File: config.mk
export PLATFORM = sky130hd
export DESIGN_NAME = ahb_resp_monitor
export DESIGN_NICKNAME = d
export VERILOG_FILES = /design/src/rtl/ahb_mon_pkg.sv /design/src/rtl/ahb_mon_decode.sv /design/src/rtl/ahb_mon_wait_ctr.sv /design/src/rtl/ahb_resp_monitor.sv
export SDC_FILE = /design/constraint.sdc
export NUM_CORES = 1
export LEC_CHECK = 0
export ABC_AREA = 1
export BUFFER_PORTS_ARGS = -buffer_cell sky130_fd_sc_hd__buf_2
export CORE_UTILIZATION = 50
export CTS_BUF_LIST = sky130_fd_sc_hd__clkbuf_4 sky130_fd_sc_hd__clkbuf_8
export DETAILED_ROUTE_END_ITERATION = 10
export HOLD_SLACK_MARGIN = 0.1
export MAX_ROUTING_LAYER = met4
export PLACE_DENSITY = 0.76
export SYNTH_ARGS = -nofsm -noshare
export SYNTH_HDL_FRONTEND = slang
export SYNTH_SLANG_ARGS = --single-unit
File: constraint.sdc
create_clock -name clk_i -period 1.84 [get_ports clk_i]
set_input_delay 0.092 -clock clk_i [delete_from_list [all_inputs] [get_ports clk_i]]
set_output_delay 0.092 -clock clk_i [all_outputs]
set_load 0.05 [all_outputs]
File: src/rtl/ahb_mon_pkg.sv
package ahb_mon_pkg;
  localparam logic [1:0] TR_IDLE   = 2'b00;
  localparam logic [1:0] TR_BUSY   = 2'b01;
  localparam logic [1:0] TR_NONSEQ = 2'b10;
  localparam logic [1:0] TR_SEQ    = 2'b11;

  localparam logic [1:0] RS_OKAY  = 2'b00;
  localparam logic [1:0] RS_ERROR = 2'b01;

  typedef enum logic [2:0] {
    ST_ORIG,
    ST_CTL,
    ST_DATA,
    ST_ERR2,
    ST_VIO,
    ST_DC
  } mon_state_e;

  typedef enum logic [2:0] {
    RC_NONE     = 3'd0,
    RC_WAIT_OVF = 3'd1,
    RC_NO_OKAY  = 3'd2,
    RC_ERR_SHP  = 3'd3,
    RC_CTL_RESP = 3'd4
  } reason_e;
endpackage

File: src/rtl/ahb_mon_decode.sv
module ahb_mon_decode
  import ahb_mon_pkg::*;
(
  input  logic       sel_i,
  input  logic       ready_in_i,
  input  logic [1:0] trans_i,
  input  logic       slave_ready_i,
  input  logic [1:0] resp_i,
  output logic       start_data_o,
  output logic       start_ctl_o,
  output logic       okay_done_o,
  output logic       okay_wait_o,
  output logic       err_first_o,
  output logic       err_last_o,
  output logic       abort_o
);
  logic accept;

  assign accept       = sel_i & ready_in_i;
  assign start_data_o = accept & ((trans_i == TR_NONSEQ) | (trans_i == TR_SEQ));
  assign start_ctl_o  = accept & ((trans_i == TR_IDLE) | (trans_i == TR_BUSY));
  assign okay_done_o  = (resp_i == RS_OKAY) & slave_ready_i;
  assign okay_wait_o  = (resp_i == RS_OKAY) & ~slave_ready_i;
  assign err_first_o  = (resp_i == RS_ERROR) & ~slave_ready_i;
  assign err_last_o   = (resp_i == RS_ERROR) & slave_ready_i;
  assign abort_o      = resp_i[1];
endmodule

File: src/rtl/ahb_mon_wait_ctr.sv
module ahb_mon_wait_ctr #(
  parameter int unsigned MAX_WAIT = 16,
  localparam int unsigned CW = $clog2(MAX_WAIT + 1)
) (
  input  logic clk_i,
  input  logic rst_ni,
  input  logic wait_i,
  output logic at_max_o
);
  localparam logic [CW-1:0] CMAX = CW'(MAX_WAIT);

  logic [CW-1:0] cnt_q;

  always_ff @(posedge clk_i or negedge rst_ni) begin
    if (!rst_ni)              cnt_q <= '0;
    else if (!wait_i)         cnt_q <= '0;
    else if (cnt_q != CMAX)   cnt_q <= cnt_q + 1'b1;
  end

  assign at_max_o = (cnt_q == CMAX);


  cnt_step_chk: assert property (@(posedge clk_i) disable iff (!rst_ni)
    wait_i && !at_max_o |=> cnt_q == $past(cnt_q) + 1'b1);


  cnt_restart_chk: assert property (@(posedge clk_i) disable iff (!rst_ni)
    !wait_i |=> cnt_q == '0);
endmodule

File: src/rtl/ahb_resp_monitor.sv
module ahb_resp_monitor
  import ahb_mon_pkg::*;
#(
  parameter int unsigned MAX_WAIT = 16
) (
  input  logic       clk_i,
  input  logic       rst_ni,
  input  logic       clear_i,
  input  logic       sel_i,
  input  logic       ready_in_i,
  input  logic [1:0] trans_i,
  input  logic       slave_ready_i,
  input  logic [1:0] resp_i,
  output logic       viol_o,
  output logic [2:0] reason_o
);
  mon_state_e state_q, state_d;
  reason_e    reason_q, reason_d;
  logic       post_err_q, post_err_d;

  logic start_data, start_ctl, okay_done, okay_wait, err_first, err_last, abort;
  logic wait_cyc, wait_full;

  ahb_mon_decode u_dec (
    .sel_i        (sel_i),
    .ready_in_i   (ready_in_i),
    .trans_i      (trans_i),
    .slave_ready_i(slave_ready_i),
    .resp_i       (resp_i),
    .start_data_o (start_data),
    .start_ctl_o  (start_ctl),
    .okay_done_o  (okay_done),
    .okay_wait_o  (okay_wait),
    .err_first_o  (err_first),
    .err_last_o   (err_last),
    .abort_o      (abort)
  );

  assign wait_cyc = ~clear_i & (state_q == ST_DATA) & okay_wait & ~wait_full;

  ahb_mon_wait_ctr #(.MAX_WAIT(MAX_WAIT)) u_wait (
    .clk_i   (clk_i),
    .rst_ni  (rst_ni),
    .wait_i  (wait_cyc),
    .at_max_o(wait_full)
  );

  function automatic mon_state_e next_phase(input logic sd, input logic sc);
    if (sd)      return ST_DATA;
    else if (sc) return ST_CTL;
    else         return ST_ORIG;
  endfunction

  always_comb begin
    state_d    = state_q;
    reason_d   = reason_q;
    post_err_d = 1'b0;
    unique case (state_q)
      ST_ORIG: state_d = next_phase(start_data, start_ctl);
      ST_CTL: begin
        if (abort) state_d = ST_DC;
        else if (okay_done) state_d = next_phase(start_data, start_ctl);
        else begin
          state_d  = ST_VIO;
          reason_d = post_err_q ? RC_NO_OKAY : RC_CTL_RESP;
        end
      end
      ST_DATA: begin
        if (abort) state_d = ST_DC;
        else if (okay_done) state_d = next_phase(start_data, start_ctl);
        else if (okay_wait) begin
          if (wait_full) begin
            state_d  = ST_VIO;
            reason_d = RC_WAIT_OVF;
          end
        end else if (err_first) state_d = ST_ERR2;
        else begin
          state_d  = ST_VIO;
          reason_d = RC_ERR_SHP;
        end
      end
      ST_ERR2: begin
        if (abort) state_d = ST_DC;
        else if (err_last) begin
          state_d    = next_phase(start_data, start_ctl);
          post_err_d = 1'b1;
        end else begin
          state_d  = ST_VIO;
          reason_d = RC_ERR_SHP;
        end
      end
      ST_VIO: state_d = ST_VIO;
      ST_DC:  state_d = ST_DC;
      default: state_d = ST_ORIG;
    endcase
    if (clear_i) begin
      state_d    = ST_ORIG;
      reason_d   = RC_NONE;
      post_err_d = 1'b0;
    end
  end

  always_ff @(posedge clk_i or negedge rst_ni) begin
    if (!rst_ni) begin
      state_q    <= ST_ORIG;
      reason_q   <= RC_NONE;
      post_err_q <= 1'b0;
    end else begin
      state_q    <= state_d;
      reason_q   <= reason_d;
      post_err_q <= post_err_d;
    end
  end

  assign viol_o   = (state_q == ST_VIO);
  assign reason_o = reason_q;


  viol_sticky_chk: assert property (@(posedge clk_i) disable iff (!rst_ni)
    viol_o && !clear_i |=> viol_o && $stable(reason_o));


  viol_has_reason_chk: assert property (@(posedge clk_i) disable iff (!rst_ni)
    viol_o |-> reason_o != 3'd0);


  clear_idle_chk: assert property (@(posedge clk_i) disable iff (!rst_ni)
    clear_i |=> !viol_o && reason_o == 3'd0);


  dc_quiet_chk: assert property (@(posedge clk_i) disable iff (!rst_ni)
    state_q == ST_DC && !clear_i |=> !viol_o);


  orig_no_viol_chk: assert property (@(posedge clk_i) disable iff (!rst_ni)
    state_q == ST_ORIG |=> !viol_o);


  wait_ovf_chk: assert property (@(posedge clk_i) disable iff (!rst_ni)
    !clear_i && state_q == ST_DATA && okay_wait && wait_full |=> viol_o && reason_o == 3'd1);
endmodule

==> summary by stage, run 1 <==
Power
Summed over all cells, the static leakage comes to 0.529 nW. IR analysis of the VDD net gives a maximum drop of around 0.00058 V. The total internal power is between 0.3 and 0.4 mW. The switching power is 0.164 mW. The net switching fraction of the power is about 29%. Of the total power, combinational logic draws ~23%.

The clock power share is 26.9%. The power density normalized to cell area is around 600 nW/µm². Sequential cells account for 50.0% of the total power.

Final layout
The number of antenna diodes in the final layout is 0. The area taken by flip-flops and latches is around 300 µm². Relative to the synthesized area, the layout overhead comes to 20.8%.

The final layout contains around 150 nets. The most common cell after layout, fill and taps aside is sky130_fd_sc_hd__nand2_1. Summing all multi-input logic gate instances after layout gives slightly above 400 µm².

The fraction of layout instances using a drive strength above 1 is a little under a quarter. Summing all non-filler instances in the final layout gives an area of 936 µm². Leaving out fill and tap cells, the most frequent cells in the layout are sky130_fd_sc_hd__nand2_1 (27), sky130_fd_sc_hd__nor2_1 (18), sky130_fd_sc_hd__nand3_1 (13).

The filler cells instantiated in the layout total 120. The finished layout holds between 100 and 150 standard cells, fillers aside.

Die
Once the floorplan was initialized, standard cells occupied 56.7% of the core. The floorplan has 13 rows. The overall die height is around 41 µm. The die is a little over 40 µm wide. The number of top-level design ports is 14. The area inside the core boundary is around 1400 µm². The die covers approximately 1700 µm².

GRT
The number of global-route vias before repair is ~620. Entering global routing, the biggest net connects 13 pins. After global routing the overflow that remains totals 0.

The global-route wire length before repair is around 2500 µm. The total global routing track utilization is 23.9%. The initial antenna violation count came to 0.

STA
After layout, the minimum clock period comes to about 1.7 ns. The number of hold violations in the final report came to 0. The final count of negative-setup-slack endpoints is 0.

The relative slew slack is 81.6%. Setup repair after global routing left no endpoint under its margin. The final clock period utilization by the worst path is a little over nine tenths. Clock skew on the completed layout was measured at 0.000139 ns. The final-report max-slew violation count is 0. For the pin with the worst max-slew slack, the measured transition is about 0.28 ns. In the final timing run, aggregate negative setup slack is 0 ns. The fmax is 579 MHz.

Yosys
The instance count of the mapped netlist is 112. The simple-gate portion of the synthesized area is approximately 41%. The Yosys step of the flow raised 0 warnings. The share of synthesized area occupied by flip-flops and latches is between 30% and 40%. The multiplexer share of the synthesized area is 0%. The XOR/XNOR share of the synthesized area is under 10%. The adder-cell share of the synthesized area is ~3.2%. The number of distinct library cell variants in the gate-level netlist after synthesis is 19. After synthesis the netlist holds a flip-flop and latch count of 12. Ranked by total cell area, the synthesized netlist is headed by sky130_fd_sc_hd__dfrtp_1 (39%), sky130_fd_sc_hd__nand2_1 (13%), sky130_fd_sc_hd__nor2_1 (8.7%). The dominant combinational cell family by area after synthesis is simple AND/OR/NAND/NOR gates.

Summing the areas of all compound-gate instances in the mapped netlist gives 6.62% of the synthesized area. Of the post-synthesis cell area, the dominant cell type holds about two fifths. A synthesized cell averages about 6.9 µm². Summed over all instances, the cell type with the most area after synthesis is sky130_fd_sc_hd__dfrtp_1. The number of nets handed over by synthesis was about 120. The combined area of all synthesized cells is 774 µm².

CTS
The number of clock buffers added by TritonCTS is 3. After clock tree synthesis, the clock-pin slew on the worst setup and hold paths is ~0.060 ns. CTS built an H-tree with a depth of 1. The root buffer cell is sky130_fd_sc_hd__clkbuf_4. The later pin in the worst-skew pair is clocked with a latency of between 0.2 and 0.3 ns. The clock tree from TritonCTS is yes. The maximum count of clock buffers along a single path is 2.

For this design, the sink count on the clock tree is 12.

Critical path
The start point of the critical path is state_q[1]. The launch point of the worst reg-to-reg path is state_q[1]. For the worst flop-to-flop path, the logic depth is 8.

Setup slack on the worst reg-to-reg path comes out at approximately 0.11 ns. The kind of critical path is reg -> reg. At the worst endpoint, the arrival time is 1.87 ns. The highest fanout seen on the critical path is 6. The critical path launch point type is a flop. The worst register-to-register path ends at state_q[0]. Data on the critical path is required at its endpoint by 1.99 ns. STA classifies the critical path endpoint as a flop.

Routing
The total DRC errors in the routed layout is 0. Across all layers, the routed design uses between 700 and 800 vias. The routed via count divided by cell count is between 5 and 6. Summed over all layers, the routed wires come to around 1700 µm. The first detailed-routing pass ran for 4 iterations. The average wire length per cell after detail routing is 11.5 µm. The violation count after the first detailed-route iteration is 17.

The count of nets left with antenna violations once routing finished came out at 0.

Place
At the end of routability-driven placement, the weighted congestion stood at 0.905. The post-detailed-placement cell area is 853 µm². The total instance count after detailed placement is approximately 140.

The count of buffers added on input and output ports is 12. The half-perimeter wire length of the detailed placement result is approximately 1200 µm.

Job
The tool flagged a number of max-cap violations equal to 0.

Run status
The flow ran to the end, and the final reports show no timing, DRC or antenna violations.

Hold path
The min-delay analysis places its worst path in the category in -> async.
metal layers:
layer / vias up / GRT usage (%) / share of wire [%]
met5: - / - / 0
met4: 0 / 4.03 / 0
met3: 0 / 10.1 / 4.2
met2: 17 / 39.5 / 50
met1: 349 / 27.4 / 46
li1: 401 / - / -
final cells by class:
class / count / share of cell area [%]
sequential: 12 / 32.1
inverter: 17 / 6.82
timing repair buffer: 19 / 12.8
tap: 15 / 2.01
clock buffer: 3 / 2.41
multi-input combinational: 83 / 43.9
critical path: stages (launching register included):
cell and delay [ns]:
sky130_fd_sc_hd__dfrtp_1 0.49, sky130_fd_sc_hd__inv_2 0.08, sky130_fd_sc_hd__nand3_1 0.13, sky130_fd_sc_hd__nand2_1 0.07
sky130_fd_sc_hd__nand2_1 0.09, sky130_fd_sc_hd__nand3_1 0.08, sky130_fd_sc_hd__nand2_1 0.07, sky130_fd_sc_hd__a21oi_1 0.05
sky130_fd_sc_hd__dlygate4sd3_1 0.55
synthesized netlist by cell type (all sizes together):
| cell | number |
|---|---|
| o21ai | 3 |
| a21oi | 5 |
| o211ai | 1 |
| nor2 | 21 |
| dfrtp | 12 |
| nand4 | 3 |
| nand3 | 13 |
| xor2 | 2 |
| clkinv | 1 |
| nand2 | 31 |
| inv | 16 |
| ha | 2 |
| nor3 | 2 |
registers in the layout (all words and copies together) (netlist names):
register	cells
state_q	3
post_err_q	1
reason_o	3
u_wait.cnt_q	5
power groups by stage:
stage	Clock (mW)	Sequential, mW	Combinational, mW
CTS	0.158	0.280	0.114
global route	0.164	0.280	0.143
finish	0.150	0.279	0.129
floorplan	0	0.294	0.0653
global placement	0	0.285	0.106
detailed placement	0	0.285	0.108
how the worst max path moves through the flow:
stage | end | slack [ns] | depth (start not counted)
5_1_grt | state_q[0] | 0.01 | 8
3_3_place_gp | u_wait.cnt_q[2] | 0.53 | 5
6_report | state_q[0] | 0.11 | 8
3_5_place_dp | u_wait.cnt_q[2] | 0.49 | 5
4_1_cts | state_q[0] | 0.10 | 8
2_1_floorplan | viol_o | 0.19 | 1
timing repair:
item | 4_1_cts | 5_1_grt
endpoints found under the setup margin | 0 | 1
hold buffers | 3 | 0
endpoints found under the hold margin | 14 | 0
resized for setup | 0 | 1
buffers inserted | 0 | 4
through the flow:
step | utilization [%] | power [mW] | hold slack (ns) | worst slack [ns]
after floorplan | - | 0.359 | -0.204 | 0.191
after global placement | 62.5 | 0.391 | -0.0208 | 0.526
after detailed placement | 62.5 | 0.393 | -0.0188 | 0.488
after CTS | 66.3 | 0.552 | 0.226 | 0.104
after global routing | 68.5 | 0.588 | 0.269 | 0.0107
final | 68.5 | 0.559 | 0.232 | 0.112
kinds of logic (layout without fill, tap and decap cells):
kind of cell               after synthesis  after routing
and+or+nand+nor                         70             70
buffers and inverters                   17             39
DFF                                     12             12
AOI/OAI and AO/OA                        9              9
adders and majority gates                2              2
xor gates and xnor gates                 2              2
Power figures use the tool's default switching activity.
==> inputs of run 2 (changes only) <==
--- a/config.mk
+++ b/config.mk
@@ -5,14 +5,14 @@
 export SDC_FILE = /design/constraint.sdc
 export NUM_CORES = 1
 export LEC_CHECK = 0
-export ABC_AREA = 1
+export ABC_AREA = 0
 export BUFFER_PORTS_ARGS = -buffer_cell sky130_fd_sc_hd__buf_2
 export CORE_UTILIZATION = 50
 export CTS_BUF_LIST = sky130_fd_sc_hd__clkbuf_4 sky130_fd_sc_hd__clkbuf_8
 export DETAILED_ROUTE_END_ITERATION = 10
 export HOLD_SLACK_MARGIN = 0.1
 export MAX_ROUTING_LAYER = met4
-export PLACE_DENSITY = 0.76
+export PLACE_DENSITY = 0.75
 export SYNTH_ARGS = -nofsm -noshare
 export SYNTH_HDL_FRONTEND = slang
 export SYNTH_SLANG_ARGS = --single-unit
==> run 2 against run 1 <==
  * Clock skew is 0.0016 ns higher
  * Via count down 11%
  * Power up 6.2%
  * Register-to-register slack better by 0.02 ns
  * Fmax increased by 1.0%
  * Worst hold slack worse by 0.071 ns
  * Critical path depth decreased by 5
  * First-iteration DRC count rose by 76%
  * Flip-flop and latch count stayed put
  * Wire length decreased by 10%
  * Critical path type unchanged
  * Critical endpoint is now post_err_q
==> summary by stage, run 2 <==
Power
The switching power is 0.166 mW (was 0.164 mW). The proportion of power drawn by flip-flops and latches is 47.6% (was 50.0%). The reported leakage power is 0.414 nW (was 0.529 nW). The clock power share is 36.4% (was 26.9%). The logic gate share of total power came to 16.0% (was 23.1%). The overall power consumption is 0.593 mW (was 0.559 mW). The net switching fraction of the power is 28.0% (was 29.4%). The maximum ir drop on the vdd rail is 0.000441 V (was 0.000583 V). The power density normalized to cell area is 643 nW/µm² (was 597 nW/µm²). The total internal power is 0.427 mW (was 0.394 mW).

Routing
The total DRC errors in the routed layout is 0 (unchanged). The average wire length per cell after detail routing is 13.4 µm (was 11.5 µm). The violation count after the first detailed-route iteration is 30 (was 17). The detailed-route via count is 682 (was 767). The length of the first detailed-routing pass in iterations is 4 (unchanged). The total wire length was 1540 µm (was 1710 µm). The number of routed nets with antenna violations was 0 (unchanged).

The routed via count divided by cell count was 5.93 (was 5.15).

Critical path
The depth of the most critical reg-to-reg path is 3 (was 8). The gate family responsible for the most delay along the worst path is flip-flops (was buffers and inverters). The critical path buffer and inverter count is 1 (was 2).

The largest stage delay on the critical path is 0.64 ns (was 0.55 ns). The kind of critical path is reg -> reg (unchanged). The highest fanout seen on the critical path was 16 (was 6). The critical path capture point type was a flop (unchanged). The critical path depth in cells is 3 (was 8). The required time at the worst-slack endpoint is 2.06 ns (was 1.99 ns).

The worst endpoint data arrival time is 1.93 ns (was 1.87 ns). The critical path launch point type is a flop (unchanged). The slowest cell on the critical path was sky130_fd_sc_hd__dfrtp_1 (was sky130_fd_sc_hd__dlygate4sd3_1). Worst path cell trace: nand4_1, nor4_1, dlygate4sd3_1 (was inv_2, nand3_1, nand2_1, nand2_1, nand3_1, nand2_1, a21oi_1, dlygate4sd3_1).

Yosys
The cell accounting for the most synthesized area is sky130_fd_sc_hd__dfrtp_1 (unchanged). The dominant register cell in the synthesized netlist is sky130_fd_sc_hd__dfrtp_1 (unchanged). The number of warnings reported in the yosys synthesis log is 0 (unchanged). Top cells by area, synth: sky130_fd_sc_hd__dfrtp_1 (37%), sky130_fd_sc_hd__a21oi_1 (3.7%), sky130_fd_sc_hd__mux2i_1 (3.7%) (was sky130_fd_sc_hd__dfrtp_1 (39%), sky130_fd_sc_hd__nand2_1 (13%), sky130_fd_sc_hd__nor2_1 (8.7%)). The share of synthesized area occupied by flip-flops and latches is 37.4% (was 38.8%). The number of synthesized flops with an enable pin is 0 (unchanged). The dominant cell by count in the synthesized netlist is sky130_fd_sc_hd__dfrtp_1 (was sky130_fd_sc_hd__nand2_1). The share of the synthesized area in the top cell type is 37.4% (was 38.8%). The async set-or-reset flop fraction in the synthesized netlist is 100% (unchanged). Synth top cells by count: sky130_fd_sc_hd__dfrtp_1 (12), sky130_fd_sc_hd__nor2_1 (8), sky130_fd_sc_hd__inv_1 (7) (was sky130_fd_sc_hd__nand2_1 (27), sky130_fd_sc_hd__nor2_1 (18), sky130_fd_sc_hd__inv_1 (13), sky130_fd_sc_hd__nand3_1 (13), sky130_fd_sc_hd__dfrtp_1 (12)).

The net count after synthesis is 96 (was 124). The combined area of all synthesized cells is 802 µm² (was 774 µm²). The synthesized area divided by synthesized cell count is 9.55 µm² (was 6.92 µm²). The flop and latch count out of synthesis is 12 (unchanged).

The number of distinct library cell variants in the gate-level netlist after synthesis was 36 (was 19). The instance count of the mapped netlist is 84 (was 112).

Place
The count of port buffers added during placement is 12 (unchanged). The half-perimeter wire length of the detailed placement result is 1090 µm (was 1220 µm). The weighted congestion reported at the end of routability-driven placement came to 0.865 (was 0.905).

Final layout
Top library cells by usage in the layout, fill and taps aside: sky130_fd_sc_hd__buf_2 (12), sky130_fd_sc_hd__dfrtp_1 (12), sky130_fd_sc_hd__nor2_1 (8) (was sky130_fd_sc_hd__nand2_1 (27), sky130_fd_sc_hd__nor2_1 (18), sky130_fd_sc_hd__nand3_1 (13)). The number of flip-flops under the largest register name is 5 (unchanged). The number of fillers in the final layout is 139 (was 120). The final net count is 112 (was 148).

The signed area change from the synthesized netlist to the final layout came to 15.1% (was 20.8%). The fraction of layout instances using a drive strength above 1 is 25.3% (was 23.9%). The register bank with the most flops is u_wait.cnt_q (unchanged). The count of inserted antenna diode cells came to 0 (unchanged).

GRT
The total congestion overflow after global routing is 0 (unchanged). The total global routing track utilization was 21.1% (was 23.9%). The number of global-route vias before repair is 623 (was 621). The largest net degree at the start of global routing is 17 (was 13). The initial antenna violation count is 0 (unchanged). The global-route wire length before repair is 2770 µm (was 2500 µm).

CTS
The TritonCTS sink count came to 12 (unchanged). The maximum count of clock buffers along a single path is 2 (unchanged). The root buffer cell is sky130_fd_sc_hd__clkbuf_4 (unchanged).

The maximum level of the CTS H-tree is 1 (unchanged). The number of buffers created by CTS came to 3 (unchanged). The clock tree from TritonCTS is yes (unchanged). The insertion delay of the later-clocked pin in the worst-skew pair is 0.28 ns (was 0.26 ns).

The number of cells upsized or downsized after cts is 0 (unchanged). The clock transition at the register clock pins on the worst setup and hold paths after CTS is 0.08 ns (was 0.06 ns).

Die
The overall die height is 42.1 µm (was 41.4 µm). The area inside the core boundary is 1510 µm² (was 1370 µm²). The total die area is 1770 µm² (was 1710 µm²). The die width is 42.1 µm (was 41.4 µm). The initial core utilization is 53.2% (was 56.7%). The number of top-level design ports was 14 (unchanged). The count of standard-cell rows is 14 (was 13).

STA
The final-report max-slew violation count is 0 (unchanged). The final worst hold slack is 0.161 ns (was 0.232 ns). The slew at the pin closest to its max-slew limit came to 0.467 ns (was 0.277 ns). The post-route minimum period is 1.71 ns (was 1.73 ns). The clock tree skew after final layout came to 0.00174 ns (was 0.000139 ns). The summed negative setup slack over all endpoints is 0 ns (unchanged). The fmax came to 585 MHz (was 579 MHz). The number of hold violations in the final report was 0 (unchanged). The final count of negative-setup-slack endpoints came to 0 (unchanged). The final clock period utilization by the worst path was 93.0% (was 93.9%).

The relative slew slack is 68.9% (was 81.6%). RSZ-0062 raised after global routing: no (unchanged).

Hold path
The kind of path behind the tightest hold check is in -> reg (was in -> async). The cell count of the worst hold path is 3.

Job
The reported max-cap violation count is 0 (unchanged).

Run status
Run status: finished, final reports clean (unchanged).
==> run 2: cell count changes after synthesis, moves of 6 or more <==
cell / before / now
sky130_fd_sc_hd__nand2_1: 27 / 6
sky130_fd_sc_hd__nor2_1: 18 / 8
sky130_fd_sc_hd__nand3_1: 13 / 4
sky130_fd_sc_hd__inv_1: 13 / 7
==> run 2: worst register-to-register path, stage by stage, from the launching register on <==
cell	delay (ns)
sky130_fd_sc_hd__dfrtp_1	0.64
sky130_fd_sc_hd__nand4_1	0.19
sky130_fd_sc_hd__nor4_1	0.22
sky130_fd_sc_hd__dlygate4sd3_1	0.60
==> run 2: cell type report <==
class                   count  area (µm²)  area share [%]
inverters                   7        26.3            2.85
well taps                  16        20.0            2.17
multi-input cells          60         440            47.7
flip-flops and latches     12         300            32.5
repair buffers             16         100            10.8
clock buffers               4        36.3            3.93
==> run 2: logic make-up after synthesis <==
| group | after synthesis | share of synthesized area (%) |
|---|---|---|
| muxes | 3 | 3.74 |
| buffers and inverters | 12 | 7.64 |
| DFF | 12 | 37.4 |
| and+or+nand+nor | 33 | 26.7 |
| adders and majority gates | 2 | 3.12 |
| AOI/OAI and AO/OA | 19 | 18.1 |
| xor gates and xnor gates | 3 | 3.28 |
==> run 2: final timing paths <==
check	startpoint	to	slack, ns
worst max-delay path	state_q[1]	post_err_q	0.13
worst min-delay path	resp_i[1]	state_q[2]	0.16
worst max register to register	state_q[1]	post_err_q	0.13
worst min register to register	u_wait.cnt_q[0]	u_wait.cnt_q[0]	0.49
max in group asynchronous	rst_ni	u_wait.cnt_q[4]	1.40
min in group asynchronous	rst_ni	reason_o[2]	0.22
==> run 2: metrics by stage <==
step | instances | utilization [%] | setup slack [ns] | cell area [µm²]
floorplan | 84 | - | 0.00358 | 802
global placement | 107 | 56.2 | 0.287 | 847
detailed placement | 107 | 56.2 | 0.254 | 847
CTS | 115 | 61.3 | 0.169 | 923
global route | 115 | 61.3 | 0.000753 | 923
finish | 115 | 61.3 | 0.129 | 923
==> run 2: repair_timing <==
action                                  in CTS  in global routing
endpoints found under the hold margin       15                  0
endpoints found under the setup margin       0                  0
setup buffers                                0                  0
hold buffers                                 4                  0
==> run 2: metal layers <==
| layer | vias to the layer above | wire (µm) | global-route usage, % |
|---|---|---|---|
| li1 | 328 | - | - |
| met1 | 334 | 745 | 31.1 |
| met2 | 17 | 695 | 29.4 |
| met3 | 3 | 74 | 3.88 |
| met4 | 0 | 22 | 7.50 |
| met5 | - | 0 | - |
==> run 2: power by group through the flow <==
stage,combinational (mW),sequential [mW],clock (mW)
6_report,0.0949,0.282,0.216
5_1_grt,0.104,0.285,0.230
4_1_cts,0.0948,0.282,0.221
3_5_place_dp,0.0898,0.287,0
3_3_place_gp,0.0881,0.287,0
2_1_floorplan,0.0681,0.286,0
==> inputs of run 3 (changes only) <==
--- a/config.mk
+++ b/config.mk
@@ -7,6 +7,7 @@
 export LEC_CHECK = 0
 export ABC_AREA = 0
 export BUFFER_PORTS_ARGS = -buffer_cell sky130_fd_sc_hd__buf_2
+export CORE_ASPECT_RATIO = 1.2
 export CORE_UTILIZATION = 50
 export CTS_BUF_LIST = sky130_fd_sc_hd__clkbuf_4 sky130_fd_sc_hd__clkbuf_8
 export DETAILED_ROUTE_END_ITERATION = 10
==> run 3 against run 2 <==
  * Wire length down 4.0%
  * Largest power group unchanged
  * Sequential power is essentially flat
  * Flip-flop and latch count unchanged
  * Highest routed layer unchanged
==> summary by stage, run 3 (synthesis gave the netlist of run 2 again) <==
Run status
Run status: finished, final reports clean (unchanged).

Critical path
The critical path capture point type is a flop (unchanged). The highest fanout seen on the critical path is 16 (unchanged). The kind of critical path is reg -> reg (unchanged). The slowest cell on the critical path is sky130_fd_sc_hd__dfrtp_1 (unchanged).

The largest stage delay on the critical path is 0.62 ns (was 0.64 ns). Worst path cell trace: nand4_1, nor4_1, dlygate4sd3_1 (unchanged). The worst endpoint data arrival time is 1.86 ns (was 1.93 ns). The gate family responsible for the most delay along the worst path is flip-flops (unchanged). The critical path buffer and inverter count is 1 (unchanged). The setup slack of the most critical reg-to-reg path came to 0.19 ns (was 0.13 ns). The required time at the worst-slack endpoint is 2.04 ns (was 2.06 ns). The critical path launch point type is a flop (unchanged).

Final layout
The number of flip-flops under the largest register name is 5 (unchanged). Top library cells by usage in the layout, fill and taps aside: sky130_fd_sc_hd__buf_2 (12), sky130_fd_sc_hd__dfrtp_1 (12), sky130_fd_sc_hd__nor2_1 (8) (unchanged). The area taken by flip-flops and latches came to 300 µm² (unchanged).

The signed area change from the synthesized netlist to the final layout is 13.6% (was 15.1%). The fraction of layout instances using a drive strength above 1 is 24.5% (was 25.3%). The register bank with the most flops is u_wait.cnt_q (unchanged). The number of fillers in the final layout is 129 (was 139).

The count of inserted antenna diode cells is 0 (unchanged). The design area is 911 µm² (was 923 µm²). The final net count is 112 (unchanged). The area taken by multi-input logic gates was 440 µm² (unchanged).

Power
The reported leakage power came to 0.407 nW (was 0.414 nW). The power density normalized to cell area is 582 nW/µm² (was 643 nW/µm²). The clock power share was 29.1% (was 36.4%). The switching power is 0.148 mW (was 0.166 mW). The total internal power is 0.382 mW (was 0.427 mW).

The net switching fraction of the power came to 27.9% (was 28.0%). The proportion of power drawn by flip-flops and latches was 53.3% (was 47.6%). The logic gate share of total power was 17.6% (was 16.0%).

The maximum ir drop on the vdd rail was 0.000356 V (was 0.000441 V).

Place
The count of port buffers added during placement is 12 (unchanged). The post-detailed-placement cell area is 848 µm² (was 847 µm²). The weighted congestion reported at the end of routability-driven placement is 0.810 (was 0.865).

The half-perimeter wire length of the detailed placement result is 1080 µm (was 1090 µm). The post-placement setup slack was 0.243 ns (was 0.254 ns).

STA
The setup slack of the critical path after layout came to 0.187 ns (was 0.129 ns). The final count of negative-setup-slack endpoints is 0 (unchanged). The number of hold violations in the final report came to 0 (unchanged). The final worst hold slack is 0.160 ns (was 0.161 ns). The relative slew slack is 70.3% (was 68.9%). The final-report max-slew violation count is 0 (unchanged).

The fmax came to 605 MHz (was 585 MHz). The final clock period utilization by the worst path is 89.8% (was 93.0%). The summed negative setup slack over all endpoints is 0 ns (unchanged).

The slew at the pin closest to its max-slew limit is 0.446 ns (was 0.467 ns). The clock tree skew after final layout is 0.00593 ns (was 0.00174 ns). RSZ-0062 raised after global routing: no (unchanged). The post-route minimum period is 1.65 ns (was 1.71 ns).

Die
The total die area came to 1770 µm² (about the same). The initial core utilization is 54.8% (was 53.2%). The die width came to 38.6 µm (was 42.1 µm).

The overall die height is 45.9 µm (was 42.1 µm). The number of top-level design ports was 14 (unchanged). The area inside the core boundary is 1460 µm² (was 1510 µm²).

The count of standard-cell rows is 15 (was 14).

CTS
The number of setup buffers added after CTS is 0 (unchanged). The total of hold buffers inserted after clock tree synthesis is 4 (unchanged). The insertion delay of the later-clocked pin in the worst-skew pair is 0.27 ns (was 0.28 ns). The number of buffers created by CTS was 3 (unchanged). The TritonCTS sink count came to 12 (unchanged). The clock tree from TritonCTS is yes (unchanged). The clock transition at the register clock pins on the worst setup and hold paths after CTS is 0.07 ns (was 0.08 ns). The number of cells upsized or downsized after cts is 0 (unchanged). The maximum level of the CTS H-tree is 1 (unchanged). The root buffer cell is sky130_fd_sc_hd__clkbuf_4 (unchanged). The maximum count of clock buffers along a single path came to 2 (unchanged).

Job
The reported max-cap violation count is 0 (unchanged).

GRT
The largest net degree at the start of global routing was 17 (unchanged). The global-route wire length before repair is 2360 µm (was 2770 µm). The total global routing track utilization is 20.5% (was 21.1%).

The number of global-route vias before repair is 568 (was 623). The initial antenna violation count is 0 (unchanged). The total congestion overflow after global routing came to 0 (unchanged).

Routing
The number of routed nets with antenna violations came to 0 (unchanged). The total DRC errors in the routed layout came to 0 (unchanged). The length of the first detailed-routing pass in iterations is 3 (was 4).

The total wire length is 1480 µm (was 1540 µm). The average wire length per cell after detail routing is 12.8 µm (was 13.4 µm). The detailed-route via count is 643 (was 682). The routed via count divided by cell count is 5.59 (was 5.93).

The violation count after the first detailed-route iteration was 3 (was 30).

Hold path
The kind of path behind the tightest hold check is in -> reg (unchanged).
==> run 3: cell types whose count changed in the layout (fill, tap and decap cells not counted), sizes merged <==
cell,delta
clkbuf,-1
==> run 3: area by class of cell <==
class                   instances  area share (%)
repair buffers                 16            11.0
multi-input cells              60            48.4
flip-flops and latches         12            33.0
clock buffers                   3            2.47
well taps                      17            2.34
inverters                       7            2.88
==> run 3: worst paths after layout <==
path / startpoint / to / depth (start not counted)
min: resp_i[1] / state_q[2] / 3
max in group asynchronous: rst_ni / u_wait.cnt_q[2] / 2
min in group asynchronous: rst_ni / u_wait.cnt_q[0] / 2
min reg2reg: u_wait.cnt_q[0] / u_wait.cnt_q[0] / 1
max: state_q[1] / post_err_q / 3
max reg2reg: state_q[1] / post_err_q / 3
==> run 3: worst min-delay path: stages <==
cell and delay, ns:
sky130_fd_sc_hd__buf_2 0.13, sky130_fd_sc_hd__inv_1 0.10, sky130_fd_sc_hd__a21oi_1 0.08
==> run 3: power groups by stage <==
stage | Clock (mW) | Combinational (mW) | Sequential [mW]
after floorplan | 0 | 0.0681 | 0.286
after global placement | 0 | 0.0878 | 0.287
after detailed placement | 0 | 0.0893 | 0.287
after CTS | 0.163 | 0.0944 | 0.282
after global routing | 0.172 | 0.102 | 0.284
final | 0.154 | 0.0933 | 0.282
==> run 3: stage by stage <==
step                cells  utilization, %  total power [mW]
floorplan              84               -             0.354
global placement      108            57.9             0.375
detailed placement    108            57.9             0.377
CTS                   115            62.2             0.540
global route          115            62.2             0.558
finish                115            62.2             0.530
==> run 3: layer usage <==
layer	wire length, µm	global-route usage (%)
met3	40	4.41
met4	35	10.3
met5	0	-
met2	744	30.7
met1	656	25.9
